**config.mk**
```make
export PLATFORM = sky130hd
export DESIGN_NAME = bank_mapper
export DESIGN_NICKNAME = d
export VERILOG_FILES = /design/src/rtl/bank_mapper.sv
export SDC_FILE = /design/constraint.sdc
export NUM_CORES = 1
export LEC_CHECK = 0
export BUFFER_PORTS_ARGS = -buffer_cell sky130_fd_sc_hd__buf_2
export CAP_MARGIN = 15
export CORE_MARGIN = 3
export CORE_UTILIZATION = 30
export CTS_CLUSTER_SIZE = 10
export DETAILED_ROUTE_END_ITERATION = 8
export GPL_ROUTABILITY_DRIVEN = 1
export GPL_TIMING_DRIVEN = 0
export MAX_ROUTING_LAYER = met4
export PLACE_DENSITY = 0.48
export SYNTH_ARGS = -nofsm -noshare
export SYNTH_HDL_FRONTEND = slang
export SYNTH_SLANG_ARGS = --single-unit
```
**constraint.sdc**
```tcl
create_clock -name clk -period 2.07 [get_ports clk]
set_input_delay 0.414 -clock clk [delete_from_list [all_inputs] [get_ports clk]]
set_output_delay 0.414 -clock clk [all_outputs]
set_load 0.02 [all_outputs]
```
**src/rtl/bank_mapper.sv**
```systemverilog
module bank_mapper #(
  parameter int ADDR_W   = 16,
  parameter int BANK_W   = 8,
  parameter int WIN_BITS = 2,
  parameter int PORT_W   = 8
) (
  input  logic                            clk,
  input  logic                            rst_n,
  input  logic [ADDR_W-1:0]               cpu_addr,
  input  logic                            mem_rd,
  input  logic                            mem_wr,
  input  logic                            io_wr,
  input  logic [PORT_W-1:0]               io_port,
  input  logic [7:0]                      io_wdata,
  output logic [BANK_W+ADDR_W-WIN_BITS-1:0] phys_addr,
  output logic                            rom_cs,
  output logic                            rom_oe,
  output logic                            ram_cs,
  output logic                            ram_oe,
  output logic                            ram_we
);
  localparam int NWIN  = 1 << WIN_BITS;
  localparam int OFF_W = ADDR_W - WIN_BITS;
  localparam logic [PORT_W-1:0] OV_PORT = PORT_W'(NWIN);

  logic [BANK_W-1:0] bank_q [NWIN];
  logic [NWIN-1:0]   ov_q;

  always_ff @(posedge clk or negedge rst_n) begin
    if (!rst_n) begin
      for (int i = 0; i < NWIN; i++)
        bank_q[i] <= (i == 0) ? {1'b1, {(BANK_W-1){1'b0}}} : BANK_W'(i);
      ov_q <= '0;
    end else if (io_wr) begin
      if (io_port < OV_PORT)
        bank_q[io_port[WIN_BITS-1:0]] <= io_wdata[BANK_W-1:0];
      else if (io_port == OV_PORT)
        ov_q <= io_wdata[NWIN-1:0];
    end
  end

  logic [WIN_BITS-1:0] win;
  logic [BANK_W-1:0]   cur;
  logic                rd_op, wr_op, to_rom, ov_w;

  assign win    = cpu_addr[ADDR_W-1 -: WIN_BITS];
  assign cur    = bank_q[win];
  assign ov_w   = ov_q[win];
  assign to_rom = cur[BANK_W-1];
  assign rd_op  = mem_rd & ~mem_wr;
  assign wr_op  = mem_wr & ~mem_rd;

  assign phys_addr = {(wr_op & ov_w) ? {1'b0, cur[BANK_W-2:0]} : cur,
                      cpu_addr[OFF_W-1:0]};

  assign rom_oe = rd_op & to_rom;
  assign rom_cs = rom_oe;
  assign ram_oe = rd_op & ~to_rom;
  assign ram_we = wr_op & (ov_w | ~to_rom);
  assign ram_cs = ram_oe | ram_we;
endmodule

```
==> impl_results.md <==
- Outcome: finished with violations
- Failing checks: negative setup slack
- Layout fillers: 576
- Largest area contributor in the netlist: dfrtp_1
- Critical path's top delay family: multiplexers
- Slowest-stage cell, CP: mux4_2
- Mapped Cells: 121
- Worst-Margin Slew: 814 ps
- I/O Buffers: 47
- Dpl hpwl: 2870 µm
- IO Pins: 64
- Commonest non-fill, non-tap cell in the layout: buf_2
- Synth warn: 0
- GR Layer Usage met3: 3.11%
- DRC viols: 0
- Synth top area share: 41.4%
- DR WL/cell: 15.9 µm
- Nets@finish: 216
- Root buffer cell: clkbuf_8
- CTS tree: built
- Diode count: 0
- Row count: 28
- Design area: 2380 µm²
- Area of placed instances: 2230 µm²
- Final non-filler cell total: 255
- Placed cells: 243
- Routed Antenna Nets: 0
- CP max FO: 4
- Final number of hold-violating endpoints: 0
- Min Tclk post-route: 2090 ps
- First-pass iteration count of the detailed router: 4
- Max stage delay on crit path: 530 ps
- Setup CP Type: flip-flop to output pin
- Max cap viols: 0
- Vias in the first global route: 1309
- Worst-path clk slew: 80 ps
- Final Max Tran Viols: 0
- Relative slew margins: 45.7%
- Post-cts hold buffer count: 0
- WL final: 4070 µm
- Layout Skew: 0 ps
- Finish-stage setup viols: 2
- Met1 Resource Use GR: 13.6%
- First-pass GRT wire length: 6660 µm
- Setup TNS: -36.5 ps
- Initial Util: 31.3%
- CP Data Arrival Time: 1680 ps
- Crit-path cells: mux4_2, nor3b_4, o21bai_4, buf_6
- Final core occ: 39.7%
- Clk sink count: 36
- Total design power: 1.51 mW
- Lkg Pwr: 1.20 nW
- RSZ-0062 raised after global routing: true
- Routed via count: 1189
- Mapped Nets: 158
- Clock buffer count from CTS: 5
- Deepest clock path buffer count: 2
- Sequential area share after synthesis: 48.4%
- CP Launch Type: flip-flop
- Final worst slack: -22.5 ps
- Layout area overhead: 26.8%
- H-tree depth: 2
- Gr busiest metal: met2
- Die width: 85.0 µm
- Dpl ws: -355 ps
- Pin count of the biggest net entering global routing: 37
- GRT Total Usage: 12.4%
- Req. time, crit path: 1660 ps
- Routability cong.: 0.686
- Worst vdd ir: 0.385 mV
- Global route overflow: 0
- Syn Area/Cell: 15.5 µm²
- Synth cell types: 22
- Initial antenna violation count: 0
- Share of cells above drive strength 1: 75.6%
- Synth top area cells: dfrtp_1 41%, mux2_2 17%, mux4_2 11%
- CP endpoint kind: output pin
- #FFs+latches synth: 36
- Number of DRC markers in iteration 0: 40
- Worst skew pair latency: 290 ps
- Met2 Usage GRT: 21.3%
- Commonest non-fill, non-tap cells in the layout: 44 x buf_2, 31 x dfrtp_1, 28 x mux2_2, 20 x buf_4, 9 x mux4_2
- Worst Path Buf+Inv: 1
- CORE AREA: 5990 µm²
- Via density: 4.66
- Period utilisation layout: 101%
- PD cells: 634 nW/µm²
- FMAX: 478 MHz
- Die height: 85.0 µm
- Class of the worst hold path: input port to asynchronous set/reset pin
- Mapped cell area: 1870 µm²
- Die ar.: 7230 µm²
- Hold Slack: 211 ps
[worst paths after layout]
| kind | from | endpoint | slack [ps] | cells past startpoint |
|---|---|---|---|---|
| worst max-delay path | bank_q[7]$_DFFE_PN0P_ | ram_cs | -20 | 4 |
| worst min-delay path | rst_n | bank_q[20]$_DFFE_PN0P_ | 210 | 1 |
| worst max register to register | bank_q[23]$_DFFE_PN0P_ | bank_q[23]$_DFFE_PN0P_ | 1210 | 2 |
| worst min register to register | ov_q[0]$_DFFE_PN0P_ | ov_q[0]$_DFFE_PN0P_ | 510 | 1 |
| max in group asynchronous | rst_n | ov_q[0]$_DFFE_PN0P_ | 1340 | 1 |
| min in group clk | io_wdata[5] | bank_q[29]$_DFFE_PN0P_ | 390 | 2 |
[where the power goes]
part | total [mW] | internal [mW] | switching [mW]
Sequential | 0.757 | 0.740 | 0.0168
Clock | 0.520 | 0.270 | 0.249
Combinational | 0.231 | 0.117 | 0.114
[registers in the layout, summed over array words and instances, names as in the netlist]
| name | cells |
|---|---|
| ov_q | 4 |
| bank_q | 32 |
[synth_stat cells]
library cell	n
mux2_2	28
mux2_4	8
or4b_1	2
and3b_1	1
nand2_1	1
or2_2	1
nor3b_1	1
mux4_2	9
a21boi_0	1
clkbuf_1	2
nor2b_1	2
buf_6	2
or4b_4	1
o21bai_1	1
buf_2	1
dfrtp_1	31
nor2_1	2
nor4_4	3
dfstp_2	5
buf_4	15
inv_1	1
nand2b_1	3
[per-layer routing]
layer	vias up	wire length, µm	part of all wire, %
li1	539	-	-
met1	607	1600	39
met2	35	2190	54
met3	8	196	4.8
met4	0	76	1.9
met5	-	0	0
[kinds of logic after synthesis]
| group | after synthesis | share of synthesized area, % |
|---|---|---|
| AO/OA/AOI/OAI | 2 | 0.801 |
| buffers and inverters | 21 | 8.08 |
| flip-flops | 36 | 48.4 |
| multiplexers | 45 | 34.0 |
| AND/OR/NAND/NOR | 17 | 8.68 |
[repair_timing]
action | in CTS | in global routing
gates resized for setup | 8 | 0
buffers inserted | 0 | 4
endpoints found under the setup margin | 21 | 5
endpoints found under the hold margin | 0 | 0
pin swaps | 4 | 2
[area by class of cell]
class                           count  area (µm²)  share of cell area (%)
Clock buffer                        7        86.3                    3.63
Inverter                            1        3.75                   0.158
Clock inverter                      1        7.51                   0.316
Sequential cell                    36         907                    38.2
Buffer                             20         155                    6.53
Timing Repair Buffer               51         280                    11.8
Multi-Input combinational cell     64         843                    35.5
Tap cell                           75        93.8                    3.95
Power figures use the tool's default switching activity.
